File: config.mk
export PLATFORM = sky130hd
export DESIGN_NAME = updown_chain
export DESIGN_NICKNAME = d
export VERILOG_FILES = /design/src/rtl/updown_pkg.sv /design/src/rtl/cnt_mode_sel.sv /design/src/rtl/cnt_term_detect.sv /design/src/rtl/cnt_slice.sv /design/src/rtl/updown_chain.sv
export SDC_FILE = /design/constraint.sdc
export NUM_CORES = 1
export LEC_CHECK = 0
export BUFFER_PORTS_ARGS = -buffer_cell sky130_fd_sc_hd__buf_2
export CORE_MARGIN = 2
export CORE_UTILIZATION = 42
export DETAILED_ROUTE_END_ITERATION = 8
export PLACE_DENSITY = 0.84
export SETUP_SLACK_MARGIN = 0.5
export SLEW_MARGIN = 10
export SYNTH_ARGS = -nofsm -noshare
export SYNTH_HDL_FRONTEND = slang
export SYNTH_SLANG_ARGS = --single-unit
export TNS_END_PERCENT = 100
File: constraint.sdc
create_clock -name clk -period 1.8 [get_ports clk]
set_input_delay 0.36 -clock clk [delete_from_list [all_inputs] [get_ports clk]]
set_output_delay 0.36 -clock clk [all_outputs]
set_load 0.01 [all_outputs]
File: src/rtl/updown_pkg.sv
package updown_pkg;
    localparam int SLICE_BITS = 4;

    typedef enum logic [1:0] {
        OP_HOLD = 2'd0,
        OP_LOAD = 2'd1,
        OP_STEP = 2'd2
    } slice_op_e;
endpackage

File: src/rtl/cnt_mode_sel.sv
module cnt_mode_sel
    import updown_pkg::*;
(
    input  logic      load_n,
    input  logic      slice_en_n,
    input  logic      carry_en_n,
    output slice_op_e op
);
    always_comb begin
        if (!load_n)
            op = OP_LOAD;
        else if (!slice_en_n && !carry_en_n)
            op = OP_STEP;
        else
            op = OP_HOLD;
    end
endmodule

File: src/rtl/cnt_term_detect.sv
module cnt_term_detect #(
    parameter int BITS = 4
) (
    input  logic [BITS-1:0] cnt,
    input  logic            dir_up,
    input  logic            carry_en_n,
    output logic            tc_n
);
    logic at_top;
    logic at_bottom;

    always_comb begin
        at_top    = &cnt;
        at_bottom = ~|cnt;
        tc_n      = ~(~carry_en_n & (dir_up ? at_top : at_bottom));
    end
endmodule

File: src/rtl/cnt_slice.sv
module cnt_slice
    import updown_pkg::*;
#(
    parameter int BITS = SLICE_BITS
) (
    input  logic            clk,
    input  logic            load_n,
    input  logic            slice_en_n,
    input  logic            carry_en_n,
    input  logic            dir_up,
    input  logic [BITS-1:0] din,
    output logic [BITS-1:0] cnt,
    output logic            tc_n
);
    localparam logic [BITS-1:0] ONE = BITS'(1);

    typedef struct packed {
        logic [BITS-1:0] cnt;
    } slice_t;

    slice_t    s_d, s_q;
    slice_op_e op;

    cnt_mode_sel u_mode (
        .load_n     (load_n),
        .slice_en_n (slice_en_n),
        .carry_en_n (carry_en_n),
        .op         (op)
    );

    always_comb begin
        s_d = s_q;
        case (op)
            OP_LOAD: s_d.cnt = din;
            OP_STEP: s_d.cnt = dir_up ? s_q.cnt + ONE : s_q.cnt - ONE;
            default: s_d.cnt = s_q.cnt;
        endcase
    end

    always_ff @(posedge clk) begin
        s_q <= s_d;
    end

    assign cnt = s_q.cnt;

    cnt_term_detect #(.BITS(BITS)) u_term (
        .cnt        (s_q.cnt),
        .dir_up     (dir_up),
        .carry_en_n (carry_en_n),
        .tc_n       (tc_n)
    );

    // Count is undefined until the first load; checks start after it.
    logic seen_q = 1'b0;
    always_ff @(posedge clk) begin
        if (!load_n) seen_q <= 1'b1;
    end

    p_load_r2: assert property (@(posedge clk) disable iff (!seen_q)
        !load_n |=> cnt == $past(din));

    p_hold_r5: assert property (@(posedge clk) disable iff (!seen_q)
        (load_n && (slice_en_n || carry_en_n)) |=> $stable(cnt));

    p_step_r4: assert property (@(posedge clk) disable iff (!seen_q)
        (load_n && !slice_en_n && !carry_en_n) |=>
            cnt == ($past(dir_up) ? $past(cnt) + ONE : $past(cnt) - ONE));

    p_moves_r3: assert property (@(posedge clk) disable iff (!seen_q)
        (load_n && !slice_en_n && !carry_en_n) |=> !$stable(cnt));
endmodule

File: src/rtl/updown_chain.sv
module updown_chain
    import updown_pkg::*;
#(
    parameter int STAGES = 2
) (
    input  logic                           clk,
    input  logic                           load_n,
    input  logic                           slice_en_n,
    input  logic                           carry_en_n,
    input  logic                           dir_up,
    input  logic [SLICE_BITS*STAGES-1:0]   din,
    output logic [SLICE_BITS*STAGES-1:0]   count,
    output logic                           tc_n
);
    localparam int W = SLICE_BITS * STAGES;

    logic [STAGES-1:0] cet_w;
    logic [STAGES-1:0] tc_w;

    for (genvar i = 0; i < STAGES; i++) begin : g_slice
        if (i == 0) begin : g_first
            assign cet_w[i] = carry_en_n;
        end else begin : g_next
            assign cet_w[i] = tc_w[i-1];
        end

        cnt_slice #(.BITS(SLICE_BITS)) u_slice (
            .clk        (clk),
            .load_n     (load_n),
            .slice_en_n (slice_en_n),
            .carry_en_n (cet_w[i]),
            .dir_up     (dir_up),
            .din        (din[i*SLICE_BITS +: SLICE_BITS]),
            .cnt        (count[i*SLICE_BITS +: SLICE_BITS]),
            .tc_n       (tc_w[i])
        );
    end

    assign tc_n = tc_w[STAGES-1];

    logic seen_q = 1'b0;
    always_ff @(posedge clk) begin
        if (!load_n) seen_q <= 1'b1;
    end

    // Chain-level terminal count must reflect the full-width value.
    p_tc_full_r6: assert property (@(posedge clk) disable iff (!seen_q)
        !tc_n |-> (!carry_en_n && (count == (dir_up ? {W{1'b1}} : {W{1'b0}}))));

    p_wrap_r8: assert property (@(posedge clk) disable iff (!seen_q)
        (load_n && !slice_en_n && !carry_en_n && dir_up && (&count)) |=> (count == '0));
endmodule

==> reports/results.txt, run 1 <==
Area growth from synthesis to layout - 59.7%
Area of the die - 1780 µm²
Register-to-register setup slack - 50 ps
Status - finished with violations
Capturing element type of the critical path - output pin
I/O pin total - 22
Final number of hold-violating endpoints - 0
Switching power total - 0.160 mW
Sequential power share - 0.415
Post-synthesis share of cell area spent on xor and xnor gates - 0.0859
Min setup slack post-route - -251 ps
Die height - 42.2 µm
Wire length of the first global-routing pass - 2.30 mm
Violations in the final reports - negative setup slack
TritonCTS clock tree - done
Total number of clock tree sinks - 8
Yosys top cell by area - sky130_fd_sc_hd__edfxtp_1
Count of max-cap constraint violations - 0
Adder-cell share of the synthesized area - 0.147
Switching portion of total power - 0.276
Leading post-synthesis cells by instance count - 8 x sky130_fd_sc_hd__edfxtp_1, 8 x sky130_fd_sc_hd__o21ai_0, 5 x sky130_fd_sc_hd__xnor2_1
Pin count of the biggest net entering global routing - 10
Global route hottest layer - met2
Crit path launch - g_slice[1].u_slice.cnt[3]
Number of diodes - 0
Total of flip-flops plus latches after synthesis - 8
Share of synthesized area spent on multiplexers - 0.0838
RSZ-0062 raised after global routing - true
Number of flip-flops in the largest register - 8
Category of the worst setup path launch point - register
Placed Instance Area - 868 µm²
Fraction of final layout cells with drive strength greater than 1 - 0.622
Met3 capacity usage during global routing - 0.0259
Clock insertion delay at the later pin of the skew report - 240 ps
Total via count in the routed design - 521
Crit Path Max Fanout - 2
Critical path required time - 1440 ps
Antenna violations before repair - 0
Post-detailed-route via-to-cell ratio - 4.96
Number of different library cells in the post-synthesis netlist - 23
Sequential cell area - 240 µm²
Sequential element share of the synthesized area - 0.393
Internal power component - 0.419 mW
Min Tclk post-route - 2050 ps
Starting density of the core - 0.459
Number of buffers created by CTS - 3
Detailed Routing Iterations Pass 1 - 4
Number of design rule violations left after detail routing - 0
Per-instance average area after synthesis - 11.8 µm²
EDFF count, synth - 8
Number of DRC markers after the initial detailed-route iteration - 10
Clk pwr share - 0.213
Endpoint, Worst Hold - g_slice[0].u_slice.cnt[3]
Width of the die - 42.2 µm
Routing usage on met1 - 0.249
Clk root buf - sky130_fd_sc_hd__clkbuf_4
Classification of the worst setup path - reg2out
Clk slew on worst S/H paths - 50 ps
Achievable Freq - 0.488 GHz
Fraction of the mapped netlist area in simple logic gates - 0.137
Final routed wire length divided by cell count - 13.9 µm
Post-Synthesis Cell Area - 612 µm²
Max-Slew Margin vs Limit - 0.607
Count of cells along the worst register-to-register path - 4
Post-layout instance area - 977 µm²
Hold Path Origin - din[3]
Count of placed standard cells including taps - 99
Setup Viol. Count Final - 1
Number of filler instances in the final layout - 96
Endpoint of the worst-slack reg-to-reg timing path - g_slice[1].u_slice.cnt[3]
Remaining global-route overflow - 0
Combined area of the multi-input logic cells - 425 µm²
Type of the worst min-delay path - in2reg
Comb pwr share - 0.372
Routability Congestion - 0.800
Area inside the core boundary - 1330 µm²
Share of the synthesized area in the top cell type - 0.393
Hold Path Depth - 3
Number of instances in the synthesized netlist - 52
Total wire length - 1.46 mm
Critical register-to-register path startpoint - g_slice[0].u_slice.cnt[0]
Arrival @ worst endpoint - 1690 ps
Dominant combinational cell family by area after synthesis - adder cells
Maximum VDD drop - 0.000425 V
Clock Path Buffers - 2
Most area-consuming cells after synthesis - sky130_fd_sc_hd__edfxtp_1 39%, sky130_fd_sc_hd__ha_1 8.2%, sky130_fd_sc_hd__xnor2_1 7.2%
Count of synthesis-stage warnings from yosys - 0
Final instance count without filler cells - 105
Leakage Power - 0.425 nW
H-Tree Level Count - 1
Std-Cell Rows - 13
Tightest Pin Transition - 583 ps
Buffers added on ports - 21
Global Route met2 Usage - 0.258
Antenna violation net count after detailed routing - 0
Global-route total usage across every layer - 0.173
Max-slew violation count - 0
Via count of the first global-routing pass - 501
Syn Nets - 71
Areal power density over the cells - 593 nW/µm²
Fraction of the mapped netlist area in compound gates - 0.129
Synth Flop Type - sky130_fd_sc_hd__edfxtp_1
Final worst path period share - 1.14
Asr flop ratio synth - 0
Final setup skew - 1.41 ps
HPWL reported at the end of detailed placement - 1.05 mm
Fin nets - 111
[stage by stage]
stage          utilization  setup TNS [ps]  hold WS, ps  total power, mW  worst slack (ps)
5_1_grt              0.733            -342          415            0.612              -339
4_1_cts              0.714            -251          398            0.569              -251
3_5_place_dp         0.651            -615          648            0.419              -126
3_3_place_gp         0.651            -447          634            0.413              -109
2_1_floorplan            -           -76.2          543            0.349             -38.8
6_report             0.733            -251          404            0.580              -251
[worst max path at each step]
stage / end / slack (ps) / cells past startpoint
4_1_cts: tc_n / -250 / 5
6_report: tc_n / -250 / 5
3_5_place_dp: tc_n / -130 / 6
2_1_floorplan: tc_n / -40 / 4
5_1_grt: tc_n / -340 / 5
3_3_place_gp: tc_n / -110 / 6
[critical path, stage by stage, from the launching register on]
cell,delay (ps)
sky130_fd_sc_hd__edfxtp_1,400
sky130_fd_sc_hd__or4_1,480
sky130_fd_sc_hd__nor2_1,100
sky130_fd_sc_hd__a31oi_1,40
sky130_fd_sc_hd__or3_1,290
sky130_fd_sc_hd__buf_2,140
[cells by family (layout without fill, tap and decap cells)]
logic type / after synthesis / in the layout
buffers and inverters: 2 / 40
AOI/OAI and AO/OA: 14 / 14
adders and majority gates: 6 / 6
xor gates and xnor gates: 6 / 6
DFF: 8 / 8
and+or+nand+nor: 12 / 12
muxes: 4 / 4
[metal layers]
metal	wire, µm	up-vias
li1	-	277
met1	757	229
met2	646	13
met3	37	2
met4	12	0
met5	0	-
[power groups by stage]
stage	combinational (mW)	sequential [mW]	clock, mW
after global placement	0.172	0.241	0
after floorplan	0.0940	0.255	0
final	0.216	0.240	0.124
after global routing	0.233	0.242	0.137
after detailed placement	0.177	0.242	0
after CTS	0.201	0.239	0.129
[placed cells by master, fill, tap and decap left out, drive strengths merged]
master    count
o31ai         1
a21o          2
or3           1
nor2          2
xor2          1
or4           1
mux2          3
and4          1
edfxtp        8
a21oi         2
fa            2
nor4          1
nand2         4
buf          36
ha            4
o21ai         8
or2           1
clkbuf        3
a31oi         1
mux2i         1
xnor2         5
clkinvlp      1
and3          1
[timing repair]
action | 4_1_cts | 5_1_grt
setup buffers | 3 | 0
pin swaps | 3 | 1
gates resized for setup | 13 | 6
endpoints found under the setup margin | 14 | 18
hold buffers | 0 | 0
[final cells by class]
class                           count  share of cell area
Multi-Input combinational cell     42               0.435
Clock buffer                        3              0.0230
Sequential cell                     8               0.246
Inverter                            1             0.00768
Timing Repair Buffer               36               0.269
Tap cell                           15              0.0192
Power figures use the tool's default switching activity.
==> run 2: changes to the inputs <==
--- a/config.mk
+++ b/config.mk
@@ -11,6 +11,7 @@
 export DETAILED_ROUTE_END_ITERATION = 8
 export PLACE_DENSITY = 0.84
 export SETUP_SLACK_MARGIN = 0.5
+export SKIP_CTS_REPAIR_TIMING = 1
 export SLEW_MARGIN = 10
 export SYNTH_ARGS = -nofsm -noshare
 export SYNTH_HDL_FRONTEND = slang
==> run 2 against run 1 <==
The flow still finishes with violations (negative setup slack). Sequential power hardly changed. Critical path depth stayed put. Core utilization is 2.3 points lower. Flip-flop and latch count stayed put. Clock skew is 1.0 ps higher. Total power is 3.1% lower. Routed wire length is 13% lower. Die area stayed put. Final cell count is 1.9% lower. Worst setup slack better by 7.1 ps. Non-clock buffer count is 2 lower. Critical path type unchanged.
==> reports/results.txt, run 2 (synthesis gave the netlist of run 1 again) <==
Status - finished with violations
Violations in the final reports - negative setup slack
Final routed wire length divided by cell count - 12.3 µm (-11%)
Detailed Routing Iterations Pass 1 - 5 (+1)
Global-route total usage across every layer - 0.150 (-0.0234)
Max-slew violation count - 0 (unchanged)
Leakage Power - 0.407 nW (-4.2%)
Std-Cell Rows - 13 (unchanged)
Cell class contributing the biggest share of worst-path delay - simple AND/OR/NAND/NOR gates
Overall power - 0.562 mW (-3.1%)
Antenna violation net count after detailed routing - 0 (unchanged)
Min Tclk post-route - 2040 ps (-7.06 ps)
Clk slew on worst S/H paths - 50 ps (about the same)
Global route hottest layer - met1
Number of buffers and inverters on the critical path - 1 (unchanged)
Final worst path period share - 1.14 (-0.00392)
Placed Instance Area - 868 µm² (unchanged)
Global Route met2 Usage - 0.212 (-0.0462)
Cell at the slowest stage of the critical path - sky130_fd_sc_hd__or4_1
Die height - 42.2 µm (unchanged)
HPWL reported at the end of detailed placement - 1.05 mm (unchanged)
Areal power density over the cells - 593 nW/µm² (about the same)
Routing usage on met1 - 0.219 (-0.0301)
Arrival @ worst endpoint - 1680 ps (about the same)
Category of the worst setup path launch point - register
RSZ-0062 raised after global routing - true
Min setup slack post-route - -244 ps (+7.06 ps)
Achievable Freq - 0.489 GHz (+0.35%)
Pin count of the biggest net entering global routing - 10 (unchanged)
Number of buffers created by CTS - 3 (unchanged)
CP Cell Sequence - or4_1, nor2_1, a31oi_1, or3_1, buf_2
H-Tree Level Count - 1 (unchanged)
Post-layout instance area - 947 µm² (-3.1%)
Largest stage delay, worst path - 500 ps (+20 ps)
Fraction of final layout cells with drive strength greater than 1 - 0.602 (-0.0199)
Most common cell after layout, fill and taps aside - sky130_fd_sc_hd__buf_2
Most frequent cells in the layout - 18 x sky130_fd_sc_hd__buf_2, 8 x sky130_fd_sc_hd__edfxtp_1, 8 x sky130_fd_sc_hd__buf_6, 8 x sky130_fd_sc_hd__buf_4, 5 x sky130_fd_sc_hd__xnor2_1
Classification of the worst setup path - reg2out
Width of the die - 42.2 µm (unchanged)
Number of flip-flops in the largest register - 8 (unchanged)
Met3 capacity usage during global routing - 0.0259 (unchanged)
Maximum VDD drop - 0.000464 V (+9.1%)
Type of the worst min-delay path - in2reg
Tightest Pin Transition - 585 ps (+2.15 ps)
Routability Congestion - 0.800 (unchanged)
Total via count in the routed design - 526 (+0.96%)
Wire length of the first global-routing pass - 1.99 mm (-13%)
Remaining global-route overflow - 0 (unchanged)
Clk root buf - sky130_fd_sc_hd__clkbuf_4
TritonCTS clock tree - done
Number of DRC markers after the initial detailed-route iteration - 13 (+3)
Antenna violations before repair - 0 (unchanged)
Max-Slew Margin vs Limit - 0.606 (-0.00145)
Critical path required time - 1440 ps (about the same)
Area inside the core boundary - 1330 µm² (unchanged)
I/O pin total - 22 (unchanged)
Final number of hold-violating endpoints - 0 (unchanged)
Total number of clock tree sinks - 8 (unchanged)
Fin nets - 109 (-1.8%)
Area growth from synthesis to layout - 54.8%
Post-detailed-route via-to-cell ratio - 5.11 (+2.9%)
Via count of the first global-routing pass - 459 (-8.4%)
Area of the die - 1780 µm² (unchanged)
Buffers added on ports - 21 (unchanged)
Number of diodes - 0 (unchanged)
Clock Path Buffers - 2 (unchanged)
Final worst hold slack - 400 ps (-3.75 ps)
Starting density of the core - 0.459 (unchanged)
Final setup skew - 2.44 ps (+1.03 ps)
Total wire length - 1.27 mm (-13%)
Capturing element type of the critical path - output pin
Setup Viol. Count Final - 1 (unchanged)
Clock insertion delay at the later pin of the skew report - 240 ps (about the same)
Number of design rule violations left after detail routing - 0 (unchanged)
Crit Path Max Fanout - 2 (unchanged)
Count of max-cap constraint violations - 0 (unchanged)
run 2: routing by layer:
layer / share of wire / wire length (µm)
met2: 0.44 / 561
met5: 0 / 0
met1: 0.51 / 652
met3: 0.039 / 50
met4: 0.0039 / 5
run 2: path summary, 6_finish.rpt:
check	slack, ps	start	endpoint	depth (start not counted)
worst max-delay path	-240	g_slice[1].u_slice.cnt[0]	tc_n	5
worst min register to register	700	g_slice[1].u_slice.cnt[0]	g_slice[1].u_slice.cnt[0]	2
worst max register to register	60	g_slice[0].u_slice.cnt[0]	g_slice[1].u_slice.cnt[3]	4
worst min-delay path	400	din[3]	g_slice[0].u_slice.cnt[3]	3
run 2: metrics by stage:
step	TNS, ps	instances	utilization	setup WS (ps)
final	-244	103	0.710	-244
after detailed placement	-615	99	0.651	-126
after CTS	-251	102	0.668	-251
after floorplan	-76.2	52	-	-38.8
after global routing	-350	103	0.710	-337
after global placement	-447	99	0.651	-109
run 2: final cells by class:
cell class                 instances  area (µm²)
multi-input combinational         42         418
fill                              96         387
sequential                         8         240
timing repair buffer              34         240
clock buffer                       3        22.5
tap                               15        18.8
inverter                           1        7.51
run 2: report_power, final:
| group | internal [mW] | leakage [nW] | switching (mW) |
|---|---|---|---|
| clock network | 0.0755 | 0.0138 | 0.0500 |
| registers | 0.224 | 0.0794 | 0.0157 |
| logic | 0.109 | 0.314 | 0.0878 |
| total | 0.408 | 0.407 | 0.154 |
run 2: tightest hold or removal path: cells and delay by family:
family | cells | cell delay [ps]
AOI/OAI and AO/OA | 1 | 60
buffers and inverters | 1 | 70
and+or+nand+nor | 1 | 40
==> run 3: changes to the inputs <==
--- a/config.mk
+++ b/config.mk
@@ -5,10 +5,12 @@
 export SDC_FILE = /design/constraint.sdc
 export NUM_CORES = 1
 export LEC_CHECK = 0
+export ABC_AREA = 1
 export BUFFER_PORTS_ARGS = -buffer_cell sky130_fd_sc_hd__buf_2
 export CORE_MARGIN = 2
-export CORE_UTILIZATION = 42
+export CORE_UTILIZATION = 43
 export DETAILED_ROUTE_END_ITERATION = 8
+export GPL_ROUTABILITY_DRIVEN = 0
 export PLACE_DENSITY = 0.84
 export SETUP_SLACK_MARGIN = 0.5
 export SKIP_CTS_REPAIR_TIMING = 1
==> run 3 against run 2 <==
The flow now finishes without violations. Via count up 28%. Clock skew down 1.5 ps. Core utilization down 5.7 points. Critical path depth unchanged. Die area up 5.7%. Clock power up 11%. Synthesized cell count up 56%. Final area up 1.5%. Critical path type unchanged. Largest cell class unchanged.
==> reports/results.txt, run 3 <==
Largest stage delay, worst path - 450 ps (-50 ps)
Asr flop ratio synth - 0 (unchanged)
Share of the synthesized area in the top cell type - 0.361 (-0.0317)
Number of different library cells in the post-synthesis netlist - 19 (-17%)
Clock insertion delay at the later pin of the skew report - 250 ps (about the same)
Tightest Pin Transition - 229 ps (-356 ps)
RSZ-0062 raised after global routing - true
Min setup slack post-route - 114 ps (+358 ps)
Maximum VDD drop - 0.000389 V (-16%)
Crit Path Max Fanout - 4 (+2)
Min Tclk post-route - 1690 ps (-358 ps)
Most instantiated library cell after synthesis - sky130_fd_sc_hd__nand2_1
Pre-CTS setup slack - 229 ps (+355 ps)
Total of flip-flops plus latches after synthesis - 8 (unchanged)
Yosys top cell by area - sky130_fd_sc_hd__edfxtp_1
Number of instances in the synthesized netlist - 81 (+56%)
TritonCTS clock tree - done
Achievable Freq - 0.593 GHz (+21%)
Most frequent cells in the layout - 25 x sky130_fd_sc_hd__nand2_1, 21 x sky130_fd_sc_hd__buf_2, 9 x sky130_fd_sc_hd__buf_4
Syn Nets - 100 (+41%)
Areal power density over the cells - 619 nW/µm² (+4.4%)
Post-Synthesis Cell Area - 666 µm² (+8.8%)
Leading post-synthesis cells by instance count - 25 x sky130_fd_sc_hd__nand2_1, 8 x sky130_fd_sc_hd__edfxtp_1, 8 x sky130_fd_sc_hd__nand3_1
CP Cell Sequence - nor2_2, nand3_2, nand2_2, nand3_1, buf_2
Fraction of final layout cells with drive strength greater than 1 - 0.491 (-0.111)
Sequential cell area - 240 µm² (unchanged)
Post-detailed-route via-to-cell ratio - 5.18 (+1.5%)
Buffers added on ports - 21 (unchanged)
Area growth from synthesis to layout - 44.4%
Max-slew violation count - 0 (unchanged)
Clock Path Buffers - 2 (unchanged)
Setup Viol. Count Final - 0 (-1)
Classification of the worst setup path - reg2out
Via count of the first global-routing pass - 548 (+19%)
EDFF count, synth - 8 (unchanged)
Antenna violation net count after detailed routing - 0 (unchanged)
Most common cell after layout, fill and taps aside - sky130_fd_sc_hd__nand2_1
Clk slew on worst S/H paths - 50 ps (about the same)
Leakage Power - 0.461 nW (+13%)
Count of max-cap constraint violations - 0 (unchanged)
Fin nets - 135 (+24%)
HPWL reported at the end of detailed placement - 1.19 mm (+14%)
Wire length of the first global-routing pass - 2.30 mm (+16%)
Total wire length - 1.68 mm (+33%)
Count of synthesis-stage warnings from yosys - 0 (unchanged)
Total via count in the routed design - 674 (+28%)
Final worst path period share - 0.937 (-0.199)
Global-route total usage across every layer - 0.167 (+0.0169)
Count of placed standard cells including taps - 118 (+19%)
Category of the worst setup path launch point - register
Pin count of the biggest net entering global routing - 9 (-1)
I/O pin total - 22 (unchanged)
Sequential element share of the synthesized area - 0.361 (-0.0317)
Arrival @ worst endpoint - 1330 ps (-350 ps)
Number of buffers created by CTS - 3 (unchanged)
Starting density of the core - 0.452 (-0.00634)
Std-Cell Rows - 14 (+1)
Width of the die - 43.3 µm (+2.8%)
Number of design rule violations left after detail routing - 0 (unchanged)
Detailed Routing Iterations Pass 1 - 4 (-1)
Most area-consuming cells after synthesis - sky130_fd_sc_hd__edfxtp_1 36%, sky130_fd_sc_hd__nand2_1 14%, sky130_fd_sc_hd__ha_1 7.5%
Total number of clock tree sinks - 8 (unchanged)
Number of flip-flops in the largest register - 8 (unchanged)
Antenna violations before repair - 0 (unchanged)
Final setup skew - 0.947 ps (-1.49 ps)
Critical path required time - 1440 ps (about the same)
Cell at the slowest stage of the critical path - sky130_fd_sc_hd__edfxtp_1
Final routed wire length divided by cell count - 12.9 µm (+5.0%)
Per-instance average area after synthesis - 8.22 µm² (-30%)
Synth Flop Type - sky130_fd_sc_hd__edfxtp_1
Number of DRC markers after the initial detailed-route iteration - 22 (+9)
Number of filler instances in the final layout - 117 (+22%)
Type of the worst min-delay path - in2reg
Area inside the core boundary - 1470 µm² (+10%)
Max-Slew Margin vs Limit - 0.847 (+0.241)
Die height - 43.3 µm (+2.8%)
Final number of hold-violating endpoints - 0 (unchanged)
Capturing element type of the critical path - output pin
Combined area of the multi-input logic cells - 453 µm² (+8.4%)
Final TNS setup - 0 ps (+244 ps)
Status - completed
H-Tree Level Count - 1 (unchanged)
Final instance count without filler cells - 130 (+26%)
Area of the die - 1880 µm² (+5.7%)
Remaining global-route overflow - 0 (unchanged)
Number of diodes - 0 (unchanged)
Clk root buf - sky130_fd_sc_hd__clkbuf_4
run 3: changes by cell type after synthesis, moves of 2 or more:
cell | previous run | this run
sky130_fd_sc_hd__nand2_1 | 4 | 25
sky130_fd_sc_hd__nand3_1 | 0 | 8
sky130_fd_sc_hd__o21ai_0 | 8 | 1
sky130_fd_sc_hd__inv_1 | 1 | 7
sky130_fd_sc_hd__o21ai_1 | 0 | 6
sky130_fd_sc_hd__nand2_2 | 0 | 3
sky130_fd_sc_hd__a21o_1 | 2 | 0
sky130_fd_sc_hd__inv_2 | 0 | 2
sky130_fd_sc_hd__mux2_4 | 2 | 0
sky130_fd_sc_hd__xnor2_1 | 5 | 3
run 3: routing by layer:
| metal | vias up | part of all wire | global-route usage |
|---|---|---|---|
| li1 | 336 | - | - |
| met1 | 314 | 0.44 | 0.205 |
| met2 | 20 | 0.48 | 0.278 |
| met3 | 4 | 0.056 | 0.0167 |
| met4 | 0 | 0.018 | 0.109 |
| met5 | - | 0 | 0 |
run 3: worst max-delay path, delay by kind of cell (launching register included):
kind          cells  cell delay [ps]
flops             1              450
buf+inv           1              150
simple gates      4              470
run 3: layout make-up:
class / count / share of cell area
clock buffers: 3 / 0.0234
inverters: 9 / 0.0430
multi-input cells: 63 / 0.471
flip-flops and latches: 8 / 0.250
well taps: 16 / 0.0208
repair buffers: 31 / 0.191
run 3: kinds of logic (layout without fill, tap and decap cells):
group	after synthesis	count (layout)	synth area share
buffers and inverters	10	43	0.0677
flip-flops	8	8	0.361
adder cells (fa/ha/maj)	6	6	0.135
XOR/XNOR	4	4	0.0526
AND/OR/NAND/NOR	42	42	0.295
AO/OA/AOI/OAI	11	11	0.0883
run 3: power by group:
part / switching [mW] / internal [mW] / total [mW]
logic: 0.107 / 0.106 / 0.213
clock network: 0.0632 / 0.0765 / 0.140
registers: 0.0181 / 0.224 / 0.242
run 3: path summary, 6_finish.rpt:
path	start	end	slack [ps]	cells past startpoint
setup reg to reg	g_slice[0].u_slice.cnt[1]	g_slice[0].u_slice.cnt[3]	290	6
setup / recovery	g_slice[0].u_slice.cnt[1]	tc_n	110	5
hold reg to reg	g_slice[0].u_slice.cnt[0]	g_slice[0].u_slice.cnt[0]	810	2
hold / removal	din[1]	g_slice[0].u_slice.cnt[1]	380	3
run 3: through the flow:
stage / area [µm²] / hold WS (ps) / power [mW] / util
finish: 961 / 378 / 0.595 / 0.653
global route: 961 / 387 / 0.630 / 0.653
CTS: 860 / 375 / 0.549 / 0.584
detailed placement: 837 / 637 / 0.409 / 0.569
global placement: 837 / 622 / 0.402 / 0.569
floorplan: 724 / 539 / 0.359 / -
